## src/rtl/dual_fifo_pkg.sv

```systemverilog
package dual_fifo_pkg;
  typedef enum logic {
    SEQ_IDLE = 1'b0,
    SEQ_LOW  = 1'b1
  } seq_state_e;

  typedef struct packed {
    logic       valid;
    logic       write;
    logic       to_cmd;
    logic [7:0] wbyte;
  } byte_op_t;
endpackage

```

## src/rtl/byte_fifo.sv

```systemverilog
module byte_fifo #(
  parameter int DEPTH = 16,
  localparam int AW = (DEPTH > 1) ? $clog2(DEPTH) : 1,
  localparam int CW = $clog2(DEPTH + 1)
) (
  input  logic          clk,
  input  logic          rst_n,
  input  logic          clear,
  input  logic          push,
  input  logic [7:0]    push_data,
  input  logic          pop,
  output logic [7:0]    head,
  output logic [CW-1:0] level,
  output logic          full,
  output logic          drop
);
  localparam logic [CW-1:0] FULL_LEVEL = CW'(DEPTH);
  localparam logic [AW-1:0] LAST_IDX   = AW'(DEPTH - 1);

  logic [7:0]    mem [DEPTH];
  logic [AW-1:0] wr_ptr, rd_ptr;
  logic [CW-1:0] count;
  logic          do_push, do_pop;

  function automatic logic [AW-1:0] step(input logic [AW-1:0] p);
    return (p == LAST_IDX) ? '0 : p + AW'(1);
  endfunction

  assign full    = (count == FULL_LEVEL);
  assign do_push = push && !full;
  assign do_pop  = pop && (count != '0);
  assign drop    = push && full;
  assign level   = count;
  assign head    = (count == '0) ? 8'h00 : mem[rd_ptr];

  always_ff @(posedge clk or negedge rst_n) begin
    if (!rst_n) begin
      wr_ptr <= '0;
      rd_ptr <= '0;
      count  <= '0;
    end else if (clear) begin
      wr_ptr <= '0;
      rd_ptr <= '0;
      count  <= '0;
    end else begin
      if (do_push) wr_ptr <= step(wr_ptr);
      if (do_pop)  rd_ptr <= step(rd_ptr);
      unique case ({do_push, do_pop})
        2'b10:   count <= count + CW'(1);
        2'b01:   count <= count - CW'(1);
        default: count <= count;
      endcase
    end
  end

  always_ff @(posedge clk) begin
    if (do_push && !clear) mem[wr_ptr] <= push_data;
  end
endmodule

```

## src/rtl/xfer_count.sv

```systemverilog
module xfer_count #(
  parameter int W = 16
) (
  input  logic         clk,
  input  logic         rst_n,
  input  logic         load,
  input  logic [W-1:0] load_val,
  input  logic         dec,
  output logic [W-1:0] value,
  output logic         zero
);
  assign zero = (value == '0);

  always_ff @(posedge clk or negedge rst_n) begin
    if (!rst_n)              value <= '0;
    else if (load)           value <= load_val;
    else if (dec && !zero)   value <= value - W'(1);
  end
endmodule

```

## src/rtl/pdma_seq.sv

```systemverilog
module pdma_seq
  import dual_fifo_pkg::*;
(
  input  logic        clk,
  input  logic        rst_n,
  input  logic        req_valid,
  output logic        req_ready,
  input  logic        req_write,
  input  logic        req_wide,
  input  logic [15:0] req_wdata,
  input  logic        cmd_mode,
  input  logic [7:0]  pop_byte,
  output byte_op_t    op,
  output logic        done,
  output logic        done_write,
  output logic        rsp_valid,
  output logic [15:0] rsp_data
);
  seq_state_e state;
  logic       hold_write, hold_cmd;
  logic [7:0] hold_lo, hi_byte;
  logic       accept, in_low, last_op;

  assign req_ready = (state == SEQ_IDLE);
  assign accept    = req_valid && req_ready;
  assign in_low    = (state == SEQ_LOW);
  assign last_op   = in_low || (accept && !req_wide);

  always_comb begin
    op.valid  = accept || in_low;
    op.write  = in_low ? hold_write : req_write;
    op.to_cmd = in_low ? hold_cmd   : cmd_mode;
    if (in_low)        op.wbyte = hold_lo;
    else if (req_wide) op.wbyte = req_wdata[15:8];
    else               op.wbyte = req_wdata[7:0];
  end

  always_ff @(posedge clk or negedge rst_n) begin
    if (!rst_n) begin
      state      <= SEQ_IDLE;
      hold_write <= 1'b0;
      hold_cmd   <= 1'b0;
      hold_lo    <= 8'h00;
      hi_byte    <= 8'h00;
      done       <= 1'b0;
      done_write <= 1'b0;
      rsp_valid  <= 1'b0;
      rsp_data   <= 16'h0000;
    end else begin
      done      <= last_op;
      rsp_valid <= last_op && !op.write;
      if (last_op) done_write <= op.write;
      if (accept) begin
        hold_write <= req_write;
        hold_cmd   <= cmd_mode;
        hold_lo    <= req_wdata[7:0];
        hi_byte    <= pop_byte;
      end
      if (last_op && !op.write) begin
        rsp_data <= in_low ? {hi_byte, pop_byte} : {8'h00, pop_byte};
      end
      unique case (state)
        SEQ_IDLE: if (accept && req_wide) state <= SEQ_LOW;
        SEQ_LOW:  state <= SEQ_IDLE;
        default:  state <= SEQ_IDLE;
      endcase
    end
  end
endmodule

```

## src/rtl/dual_fifo_pdma.sv

```systemverilog
module dual_fifo_pdma
  import dual_fifo_pkg::*;
#(
  parameter int DATA_DEPTH = 16,
  parameter int CMD_DEPTH  = 32,
  parameter int TC_W       = 16,
  localparam int DCW = $clog2(DATA_DEPTH + 1),
  localparam int CCW = $clog2(CMD_DEPTH + 1)
) (
  input  logic            clk,
  input  logic            rst_n,
  input  logic            cmd_mode,
  input  logic            flush,
  input  logic            tc_load,
  input  logic [TC_W-1:0] tc_load_val,
  output logic [TC_W-1:0] tc_value,
  input  logic            reg_wr_valid,
  output logic            reg_wr_ready,
  input  logic [7:0]      reg_wr_data,
  input  logic            reg_rd_valid,
  output logic            reg_rd_ready,
  input  logic            reg_rd_flags,
  output logic            reg_rsp_valid,
  output logic [7:0]      reg_rsp_data,
  input  logic            pdma_valid,
  output logic            pdma_ready,
  input  logic            pdma_write,
  input  logic            pdma_wide,
  input  logic [15:0]     pdma_wdata,
  output logic            pdma_rsp_valid,
  output logic [15:0]     pdma_rsp_data,
  output logic            svc_strobe,
  output logic            overrun,
  output logic [DCW-1:0]  data_level,
  output logic [CCW-1:0]  cmd_level
);
  localparam logic [DCW-1:0] DATA_FULL = DCW'(DATA_DEPTH);
  localparam logic [DCW-1:0] LOW_MARK  = DCW'(2);

  byte_op_t   op;
  logic       seq_done, seq_done_wr;
  logic       tc_zero, pdma_wr_ok, pdma_rd_go;
  logic       reg_wr_go, reg_rd_go;
  logic       d_push, d_pop, d_full, d_drop;
  logic       c_push, c_pop, c_full, c_drop;
  logic [7:0] d_head, c_head, d_wbyte, c_wbyte, pop_byte;
  logic [DCW-1:0] data_free;

  // pseudo-DMA port has priority over the register port
  assign reg_wr_ready = pdma_ready && !pdma_valid;
  assign reg_rd_ready = reg_wr_ready && !reg_wr_valid;
  assign reg_wr_go    = reg_wr_valid && reg_wr_ready;
  assign reg_rd_go    = reg_rd_valid && reg_rd_ready;

  pdma_seq u_seq (
    .clk        (clk),
    .rst_n      (rst_n),
    .req_valid  (pdma_valid),
    .req_ready  (pdma_ready),
    .req_write  (pdma_write),
    .req_wide   (pdma_wide),
    .req_wdata  (pdma_wdata),
    .cmd_mode   (cmd_mode),
    .pop_byte   (pop_byte),
    .op         (op),
    .done       (seq_done),
    .done_write (seq_done_wr),
    .rsp_valid  (pdma_rsp_valid),
    .rsp_data   (pdma_rsp_data)
  );

  xfer_count #(.W(TC_W)) u_tc (
    .clk      (clk),
    .rst_n    (rst_n),
    .load     (tc_load),
    .load_val (tc_load_val),
    .dec      (pdma_wr_ok),
    .value    (tc_value),
    .zero     (tc_zero)
  );

  assign pdma_wr_ok = op.valid && op.write && !tc_zero;
  assign pdma_rd_go = op.valid && !op.write;

  assign d_push  = (pdma_wr_ok && !op.to_cmd) || (reg_wr_go && !cmd_mode);
  assign c_push  = (pdma_wr_ok &&  op.to_cmd) || (reg_wr_go &&  cmd_mode);
  assign d_wbyte = op.valid ? op.wbyte : reg_wr_data;
  assign c_wbyte = op.valid ? op.wbyte : reg_wr_data;
  assign d_pop   = (pdma_rd_go && !op.to_cmd) || (reg_rd_go && !reg_rd_flags);
  assign c_pop   = pdma_rd_go && op.to_cmd;
  assign pop_byte = op.to_cmd ? c_head : d_head;

  byte_fifo #(.DEPTH(DATA_DEPTH)) u_data_q (
    .clk       (clk),
    .rst_n     (rst_n),
    .clear     (flush),
    .push      (d_push),
    .push_data (d_wbyte),
    .pop       (d_pop),
    .head      (d_head),
    .level     (data_level),
    .full      (d_full),
    .drop      (d_drop)
  );

  byte_fifo #(.DEPTH(CMD_DEPTH)) u_cmd_q (
    .clk       (clk),
    .rst_n     (rst_n),
    .clear     (1'b0),
    .push      (c_push),
    .push_data (c_wbyte),
    .pop       (c_pop),
    .head      (c_head),
    .level     (cmd_level),
    .full      (c_full),
    .drop      (c_drop)
  );

  always_ff @(posedge clk or negedge rst_n) begin
    if (!rst_n) begin
      reg_rsp_valid <= 1'b0;
      reg_rsp_data  <= 8'h00;
      overrun       <= 1'b0;
    end else begin
      reg_rsp_valid <= reg_rd_go;
      overrun       <= (d_drop && !(d_full && flush)) || c_drop;
      if (reg_rd_go) reg_rsp_data <= reg_rd_flags ? 8'(data_level) : d_head;
    end
  end

  assign data_free  = DATA_FULL - data_level;
  assign svc_strobe = seq_done &&
                      (seq_done_wr ? (tc_zero || (data_free < LOW_MARK))
                                   : (data_level < LOW_MARK));
endmodule

```

## config.mk

```make
export PLATFORM = sky130hd
export DESIGN_NAME = dual_fifo_pdma
export DESIGN_NICKNAME = d
export VERILOG_FILES = /design/src/rtl/dual_fifo_pkg.sv /design/src/rtl/byte_fifo.sv /design/src/rtl/xfer_count.sv /design/src/rtl/pdma_seq.sv /design/src/rtl/dual_fifo_pdma.sv
export SDC_FILE = /design/constraint.sdc
export NUM_CORES = 1
export LEC_CHECK = 0
export BUFFER_PORTS_ARGS = -buffer_cell sky130_fd_sc_hd__buf_2
export CAP_MARGIN = 10
export CORE_MARGIN = 2
export CORE_UTILIZATION = 45
export DETAILED_ROUTE_END_ITERATION = 10
export PLACE_DENSITY_LB_ADDON = 0.08
export SLEW_MARGIN = 20
export SYNTH_ARGS = -nofsm -noshare
export SYNTH_HDL_FRONTEND = slang
export SYNTH_SLANG_ARGS = --single-unit
```

## constraint.sdc

```tcl
create_clock -name clk -period 6.99 [get_ports clk]
set_input_delay 0.699 -clock clk [delete_from_list [all_inputs] [get_ports clk]]
set_output_delay 0.699 -clock clk [all_outputs]
set_load 0.02 [all_outputs]
```

# == Word-level counts from Yosys, hierarchy flattened ==
# Memories as Yosys holds them, arrays and structs flattened.
# Cells that the tools add are included.
# word_totals
output_inout_bits,58
ramBits,384
reg_bits,93
n_memories,2
word_cells,132
# memory_table
memory,depth,width,rd,rd_clocked_by_memory_dff,wr,line,rtl
u_cmd_q.mem,32,8,1,0,1,byte_fifo.sv:20,logic [7:0] mem [DEPTH];
u_data_q.mem,16,8,1,0,1,byte_fifo.sv:20,
# op_classes
add_sub_neg,10
n_eq_ne,10
reduce_logical,58
n_lt_le_gt_ge,2
bitwise_logic,1
muxes,30
# op_table
operator,n
2-to-1 mux 8 bit,7
2-to-1 mux 16 bit,3
logical AND 1 bit,29
2-to-1 mux 4 bit,6
logical NOT 16 bit,1
"subtractor 16 x 1 -> 16 bit, second input constant",1
"adder 5 x 1 -> 5 bit, second input constant",3
"equality test 5 bit, second input constant",3
2-to-1 mux 5 bit,3
logical NOT 1 bit,12
one-hot mux 6 bit (2 select lines),1
"less-than comparator 5 x 2 -> 1 bit, second input constant",2
one-hot mux 5 bit (2 select lines),1
"adder 4 x 1 -> 4 bit, second input constant",2
"equality test 4 bit, second input constant",2
2-to-1 mux 1 bit,8
nonzero test 2 bit,4
logical OR 1 bit,7
"adder 6 x 1 -> 6 bit, second input constant",1
"equality test 6 bit, second input constant",1
logical NOT 6 bit,1
nonzero test 6 bit,1
"subtractor 6 x 1 -> 6 bit, second input constant",1
logical NOT 5 bit,1
8 further kinds,10

# == Logic depth before layout (Yosys ltp) ==
# Gate-level depths: netlist (run 1).
# depth
word_depth,11
ltp_mapped,15

# == Hierarchy ==
# A second synthesis (run 1) with hierarchy kept.
# unflattened
cells_unflattened,1233
hier_area_um2,20462.1
# modules_own_cells
mod,seq_area_each_um2,n_inst,area_each_um2,cells_each
byte_fifo at u_cmd_q,8087.8,1,11204.5,596
byte_fifo at u_data_q,4169.0,1,5859.4,319
pdma_seq,950.9,1,1594.0,116
xfer_count,400.4,1,1039.7,119
dual_fifo_pdma,250.2,1,764.5,83

# == Worst setup path after synthesis (run 1) ==
# No wires, ideal clock.
# synth_path
path_kind,input -> register
start,in pdma_wide
end,mem u_cmd_q.mem[0][0] (data pin)
setup_time_ps,578
path_stages,5
t_arrival_ps,3268
setup_slack_ps,3144
path_cell_list,clkbuf_1 -> mux2i_1 -> nand2_1 -> o21ai_0 -> o21ai_0
# synth_between
elab_chain_len,3
# synth_rtl
item,line,rtl
from (decl),dual_fifo_pdma.sv:28,"input logic pdma_wide,"
2-to-1 mux 8 bit,pdma_seq.sv:34,else if (req_wide) op.wbyte = req_wdata[15:8];
2-to-1 mux 8 bit,pdma_seq.sv:33,if (in_low) op.wbyte = hold_lo;
2-to-1 mux 8 bit,dual_fifo_pdma.sv:88,assign c_wbyte = op.valid ? op.wbyte : reg_wr_data;
via c_wbyte[0],dual_fifo_pdma.sv:46,"logic [7:0] d_head, c_head, d_wbyte, c_wbyte, pop_byte;"
to (decl),byte_fifo.sv:20,
# The timed path passes the listed nets, and every way through them passes these cells.

# == Worst setup path after layout (run 1) ==
# layout_path
start,reg u_tc.value[0]
end,"reg u_cmd_q.count[4], in the netlist u_cmd_q.level[4]"
# layout_between
elab_chain_len,8
word_cells_on_any_way,10
# layout_rtl
item,line,rtl
from (decl),xfer_count.sv:9,"output logic [W-1:0] value,"
from (signal assigned),xfer_count.sv:16,else if (load) value <= load_val;
from (signal assigned),xfer_count.sv:17,else if (dec && !zero) value <= value - W'(1);
logical NOT 16 bit *,xfer_count.sv:12,assign zero = (value == '0);
logical NOT 1 bit *,dual_fifo_pdma.sv:82,assign pdma_wr_ok = op.valid && op.write && !tc_zero;
logical AND 1 bit *,dual_fifo_pdma.sv:82,
logical AND 1 bit *,dual_fifo_pdma.sv:86,assign c_push = (pdma_wr_ok && op.to_cmd) || (reg_wr_go && cmd_mode);
logical OR 1 bit *,dual_fifo_pdma.sv:86,
logical AND 1 bit *,byte_fifo.sv:30,assign do_push = push && !full;
equality test 2 x 1 -> 1 bit / equality test 2 bit (equally long branches),byte_fifo.sv:48,"unique case ({do_push, do_pop})"
one-hot mux 6 bit (2 select lines) / nonzero test 2 bit (equally long branches),n/a,
to (signal assigned),byte_fifo.sv:49,2'b10: count <= count + CW'(1);
to (signal assigned),byte_fifo.sv:50,2'b01: count <= count - CW'(1);
to (signal assigned),byte_fifo.sv:51,default: count <= count;
to (decl),byte_fifo.sv:22,logic [CW-1:0] count;
# Mark *: on every way between the ends. The rest lies on a longest branch, timed or not.
# A chain may end at the register's enable or synchronous reset.

==> results of run 1 <==
per-layer routing:
| metal | wire length, um | GRT usage (%) | vias up |
|---|---|---|---|
| li1 | - | - | 5324 |
| met1 | 23960 | 33.28 | 6086 |
| met2 | 22720 | 32.48 | 438 |
| met3 | 3148 | 3.537 | 87 |
| met4 | 1357 | 7.374 | 0 |
| met5 | 0 | 0 | - |
stage by stage:
stage / hold WS (ns) / utilization [%] / setup WS (ns) / total power, mW / std cells
6_report: 0.05558 / 52.13 / 2.962 / 7.814 / 2051
2_1_floorplan: 0.4034 / - / 3.144 / 4.617 / 1310
3_3_place_gp: 0.4593 / 48.33 / 3.064 / 5.181 / 1955
4_1_cts: 0.03958 / 52.11 / 3.001 / 7.889 / 2050
5_1_grt: 0.07562 / 52.13 / 2.625 / 8.130 / 2050
3_5_place_dp: 0.4670 / 48.33 / 3.014 / 5.187 / 1955
worst max-delay path, delay by kind of cell (launching register included):
kind	cells	cell delay, ns
fa+ha+maj	3	0.78
buf+inv	1	0.09
xor+xnor	2	0.26
flops	1	0.40
compound gates	4	1.16
simple gates	4	1.22
path summary, 6_finish.rpt:
| check | from | end | cells past startpoint |
|---|---|---|---|
| max | u_tc.value[0]$_DFFE_PN0P_ | u_cmd_q.level[4]$_DFFE_PN0P_ | 14 |
| min | rst_n | u_tc.value[2]$_DFFE_PN0P_ | 1 |
| max reg2reg | u_tc.value[0]$_DFFE_PN0P_ | u_cmd_q.level[4]$_DFFE_PN0P_ | 14 |
| min reg2reg | u_seq.hold_lo[6]$_DFFE_PN0P_ | u_seq.hold_lo[6]$_DFFE_PN0P_ | 2 |
| max in group asynchronous | rst_n | u_cmd_q.rd_ptr[0]$_DFFE_PN0P_ | 2 |
| min in group clk | tc_load_val[7] | u_tc.value[7]$_DFFE_PN0P_ | 3 |
state kept, by name, indices dropped and copies added (netlist names), 4 cells and up:
name	flops
u_data_q.rd_ptr	4
u_seq.hold_lo	8
u_cmd_q.wr_ptr	5
reg_rsp_data	8
u_data_q.level	5
u_cmd_q.rd_ptr	5
u_data_q.wr_ptr	4
u_seq.hi_byte	8
u_tc.value	16
u_data_q.mem	128
u_cmd_q.level	6
u_cmd_q.mem	256
u_seq.rsp_data	16
cell usage in the layout, fill, tap and decap left out, types with 15 or more instances in the layout:
master / netlist / routed
edfxtp_1: 384 / 384
buf_2: 17 / 107
nand2_1: 101 / 101
dfrtp_1: 93 / 90
nor2_1: 77 / 77
mux4_2: 64 / 64
o21ai_0: 61 / 53
mux2i_1: 51 / 51
clkbuf_16: 0 / 51
mux2_2: 39 / 39
a21oi_1: 31 / 31
inv_1: 23 / 23
o22ai_1: 22 / 22
a22oi_1: 21 / 21
ha_1: 20 / 20
xor2_1: 19 / 19
and3_1: 19 / 19
buf_4: 3 / 19
nor3_1: 19 / 18
nand4_1: 15 / 15
nor2b_1: 15 / 15
power groups by stage:
| stage | Sequential (mW) | Combinational (mW) | Clock (mW) |
|---|---|---|---|
| 2_1_floorplan | 3.54 | 1.08 | 0 |
| 3_3_place_gp | 3.58 | 1.60 | 0 |
| 3_5_place_dp | 3.58 | 1.61 | 0 |
| 4_1_cts | 3.52 | 1.61 | 2.75 |
| 5_1_grt | 3.56 | 1.72 | 2.86 |
| 6_report | 3.52 | 1.60 | 2.69 |
final cells by class:
type	count	area, um^2	area share (%)
Inverter	25	93.84	0.4062
Clock inverter	40	367.9	1.592
Timing Repair Buffer	126	678.2	2.935
Tap cell	592	740.7	3.206
Multi-Input combinational cell	735	6045	26.16
Antenna cell	1	2.502	0.01083
Clock buffer	55	1311	5.676
Sequential cell	477	13860	60.01
cells by family after synthesis:
group | Yosys count
buffers and inverters | 98
XOR/XNOR | 23
AND/OR/NAND/NOR | 313
flip-flops | 477
multiplexers | 160
adder cells (fa/ha/maj) | 20
AO/OA/AOI/OAI | 219
==> impl_metrics.yaml, run 1 <==
run_status:
  status: "finished clean"
cells_and_area:
  nFillCells: 3713
  area_growth_pct: 14.10
  layout-drive-gt1-share_pct: 24.21
  final_area_mm2: 0.02310
  final_net_count: 1487
clocking:
  hold_buffers: 0
  clk_latency_ns: 0.60
  cts_resized: 0
  numCtsBuffers: 51
  cts_buffer_depth: 3
  postCtsSetupBuffers: 0
  cts_max_level: 2
  cts_tree: "yes"
  cts_num_sinks: 477
  cts-root-buf: "clkbuf_16"
  clkTransAtPathRegs_ns: 0.06
route:
  dr_total_vias: 11935
  drc: 0
  viasPerCell: 5.819
  drt_pass1_iterations: 6
  wire_per_inst_um: 24.96
  wl_mm: 51.19
  ant_nets: 0
  first_iter_violations: 1037
power_and_ir_drop:
  p_sw_mw: 2.342
  p_per_area_mw_per_mm2: 338.2
  power_frac_comb_pct: 20.5
  power_frac_seq_pct: 45.1
  p_leak_nw: 8.073
  peakVddDrop_mv: 0.2160
  power_frac_clock_pct: 34.4
  p_int_mw: 5.472
  p_sw_share_pct: 29.98
yosys:
  synth_top_family_by_area: "multiplexers"
  synth_most_common_cell: "edfxtp_1"
  synth_edf_count: 384
  synth_area_mm2: 0.02025
  ys.warnings.count: 0
  synth_top_area_share_pct: 56.95
  synth-seq-area-share_pct: 68.44
  ys_ff_latch: 477
  synth_mux_area_share_pct: 12.16
  synthXorXnorAreaFrac_pct: 0.9949
  yosysTopAreaCell: "edfxtp_1"
  syn_avg_cell_area_um2: 15.46
  synthesis.nets: 1381
  ys_types: 81
  yosys-top-cells-area: "edfxtp_1 (57%), dfrtp_1 (11%), mux4_2 (7.1%)"
  synthCells: 1310
  yosys-top-cells-count: "edfxtp_1 (384), nand2_1 (101), dfrtp_1 (93)"
  synth_ff_type: "edfxtp_1"
  synth_compound_area_share_pct: 7.329
  yosys.area_share.simple_pct: 7.662
  synthArstFlopShare_pct: 19.50
  synth_adder_area_share_pct: 1.236
placement:
  gp_congestion: 0.8460
  port-buffer-count: 108
  place_area_mm2: 0.02142
  dp_hpwl_mm: 32.07
critical_path:
  crit_path_frequent_cell: "ha_1"
  cp_cell_sequence: "inv_1 > ha_1 > nor4b_1 > nand4_1 > a32o_1 > nand2_8 > ha_1 > xor2_1 > ha_1 > a21oi_1 > nor2_1 > o21ai_0 > a21oi_1 > xor2_1"
  worstSetupStartpointType: "register"
  crit_arrival_ns: 4.49
  cp.required_ns: 7.46
  crit_slowest_cell: "nand4_1"
  end_kind: "register"
  crit_fanout: 22
  worstSetupPathType: "reg2reg"
  cpPeakStageDelay_ns: 0.76
  rrSetupSlack_ns: 2.96
timing:
  worst_slew_pin_slew_ns: 1.020
  fmax_mhz: 248.3
  setup_viol: 0
  rsz0062_at_grt: "false"
  maxSlewViolCount: 0
  fin_skew_ns: 0.02395
  period_share_pct: 57.62
  final-hold-violation-count: 0
  slew_headroom_pct: 31.84
  fin_crit_ns: 4.028
  fin_setup_tns_ns: 0
global_routing:
  grt-ovfl-total: 0
  grt_pass1_wl_mm: 76.66
  grt_pass1_vias: 11564
  antenna_found_initial: 0
  grt_max_degree: 62
  grt_use_total_pct: 21.98
floorplanning:
  core_mm2: 0.04432
  rows: 77
  dieArea_mm2: 0.04671
  start_util_pct: 45.69
  io_pins: 109
  fp.dieH_um: 216.1
  die_w_um: 216.1
run:
  maxCapViolCount: 0
min_path:
  hold_path_class: "in2async"
Power figures use the tool's default switching activity.
==> run 2: changes to the inputs <==
==> constraint.sdc (replaced) <==
create_clock -name clk -period 3.86 [get_ports clk]
set_input_delay 0.386 -clock clk [delete_from_list [all_inputs] [get_ports clk]]
set_output_delay 0.386 -clock clk [all_outputs]
set_load 0.02 [all_outputs]
==> run 2 against run 1 <==
- sequential power increased by 82%
- critical path depth decreased by 3
- largest cell class unchanged
- sequential cell count unchanged
- combinational power increased by 82%
- wire length fell by 2.1%
- first-iteration DRC count shrank 14%
==> impl_metrics.yaml, run 2 (same netlist as run 1, synthesis figures left out) <==
run_status:
  status: "finished clean"
clocking:
  clkTransAtPathRegs_ns: 0.06
  clk_latency_ns: 0.60
  numCtsBuffers: 51
  cts_resized: 0
  cts_buffer_depth: 3
  cts_num_sinks: 477
  cts_tree: "yes"
  cts_max_level: 2
  cts-root-buf: "clkbuf_16"
route:
  wire_per_inst_um: 23.96
  dr_total_vias: 11922
  ant_nets: 0
  wl_mm: 50.12
  viasPerCell: 5.699
  drt_pass1_iterations: 5
  drc: 0
  first_iter_violations: 888
global_routing:
  grt_max_degree: 49
  antenna_found_initial: 0
  groute.layer.met1.usage_pct: 29.03
  grt_use_total_pct: 21.41
  met2_usage_pct: 35.19
  grt_pass1_vias: 11800
  grt_pass1_wl_mm: 73.93
  busiest_layer: "met2"
  grt-ovfl-total: 0
  grt_util_met3_pct: 3.972
timing:
  worst_slew_pin_slew_ns: 0.9971
  period_share_pct: 84.16
  fmax_mhz: 307.8
  maxSlewViolCount: 0
  fin_setup_tns_ns: 0
  fin_skew_ns: 0.01539
  fin_crit_ns: 3.248
  slew_headroom_pct: 33.52
  hold_slack_ns: 0.02602
  setup_viol: 0
  final-hold-violation-count: 0
  rsz0062_at_grt: "false"
floorplanning:
  die_w_um: 216.1
  fp.dieH_um: 216.1
  rows: 77
  start_util_pct: 45.69
  io_pins: 109
  dieArea_mm2: 0.04671
  core_mm2: 0.04432
power_and_ir_drop:
  p_leak_nw: 8.308
  p_per_area_mw_per_mm2: 606.5
  peakVddDrop_mv: 0.5176
  finalPower_mw: 14.24
critical_path:
  crit_arrival_ns: 3.72
  rrSetupSlack_ns: 0.61
  crit_slowest_cell: "or4_4"
  cp.required_ns: 4.33
  crit_start: "u_cmd_q.level[2]$_DFFE_PN0P_"
  worstSetupPathType: "reg2reg"
  timing.rr.end: "u_cmd_q.level[4]$_DFFE_PN0P_"
  worstSetupStartpointType: "register"
  end_kind: "register"
  reg2reg_from: "u_cmd_q.level[2]$_DFFE_PN0P_"
  reg2reg_depth: 11
  cp_cell_sequence: "or4_4 > o221ai_1 > inv_1 > ha_1 > xor2_1 > ha_1 > a21oi_1 > nor2_1 > o21ai_0 > a21oi_1 > xor2_1"
  setup.worst_path.end: "u_cmd_q.level[4]$_DFFE_PN0P_"
  crit_fanout: 8
  cpPeakStageDelay_ns: 0.57
placement:
  dp_hpwl_mm: 32.28
  gp_congestion: 0.8949
  port-buffer-count: 108
  dp_cells: 1985
min_path:
  hold_path_class: "in2reg"
cells_and_area:
  final_common_cell: "edfxtp_1"
  fin_util_pct: 52.96
  nFillCells: 3737
  largest_reg_flops: 256
  largest_register: "u_cmd_q.mem"
  top_regs: "u_cmd_q.mem: 256 flops, u_data_q.mem: 128 flops"
  area_growth_pct: 15.92
  stdcell_count: 2092
  layout_common_cells: "edfxtp_1 (384), buf_2 (107), nand2_1 (101)"
  final_net_count: 1528
  layout-drive-gt1-share_pct: 24.80
  diodes: 0
run:
  maxCapViolCount: 0
-- run 2: metal layers --
metal | share of wire [%] | vias to the layer above
met5 | 0 | -
met4 | 2.4 | 0
met3 | 6.4 | 67
met2 | 48 | 391
met1 | 43 | 6063
li1 | - | 5401
-- run 2: repair_timing --
action,in CTS,in global routing
buffers inserted,0,0
hold buffers,11,0
endpoints found under the hold margin,53,0
-- run 2: area by class of cell --
type,count,area [um^2],share of cell area (%)
Clock inverter,31,282.8,1.205
Inverter,25,93.84,0.3998
Tap cell,592,740.7,3.156
Sequential cell,477,13860,59.07
Timing Repair Buffer,167,1051,4.478
Clock buffer,65,1400,5.965
Multi-Input combinational cell,735,6040,25.73
-- run 2: worst min-delay path by stage --
stage	slack (ns)	cells past startpoint	end	from
4_1_cts	0.002	3	u_seq.hold_lo[7]$_DFFE_PN0P_	pdma_wdata[7]
2_1_floorplan	0.09	0	overrun$_DFF_PN0_	rst_n
3_5_place_dp	0.45	1	u_tc.value[3]$_DFFE_PN0P_	rst_n
6_report	0.03	3	u_seq.hold_lo[7]$_DFFE_PN0P_	pdma_wdata[7]
5_1_grt	0.04	3	u_tc.value[7]$_DFFE_PN0P_	tc_load_val[7]
3_3_place_gp	0.45	1	u_tc.value[3]$_DFFE_PN0P_	rst_n
-- run 2: through the flow --
stage | instance area, um^2 | setup WS (ns)
global route | 23470 | 0.3858
CTS | 23470 | 0.6251
floorplan | 20250 | 0.3272
detailed placement | 21680 | 0.6470
global placement | 21680 | 0.6725
finish | 23470 | 0.6115
-- run 2: critical path: cells and delay by family, from the launching register on --
family                     cells  cell delay [ns]
DFF                            1             0.46
xor gates and xnor gates       2             0.34
AOI/OAI and AO/OA              4             0.91
buffers and inverters          1             0.21
adders and majority gates      2             0.57
and+or+nand+nor                2             0.62
-- run 2: power breakdown --
part | switching [mW] | internal (mW) | total (mW)
Clock | 2.01 | 2.89 | 4.90
Sequential | 0.458 | 5.96 | 6.42
Combinational | 1.72 | 1.19 | 2.91
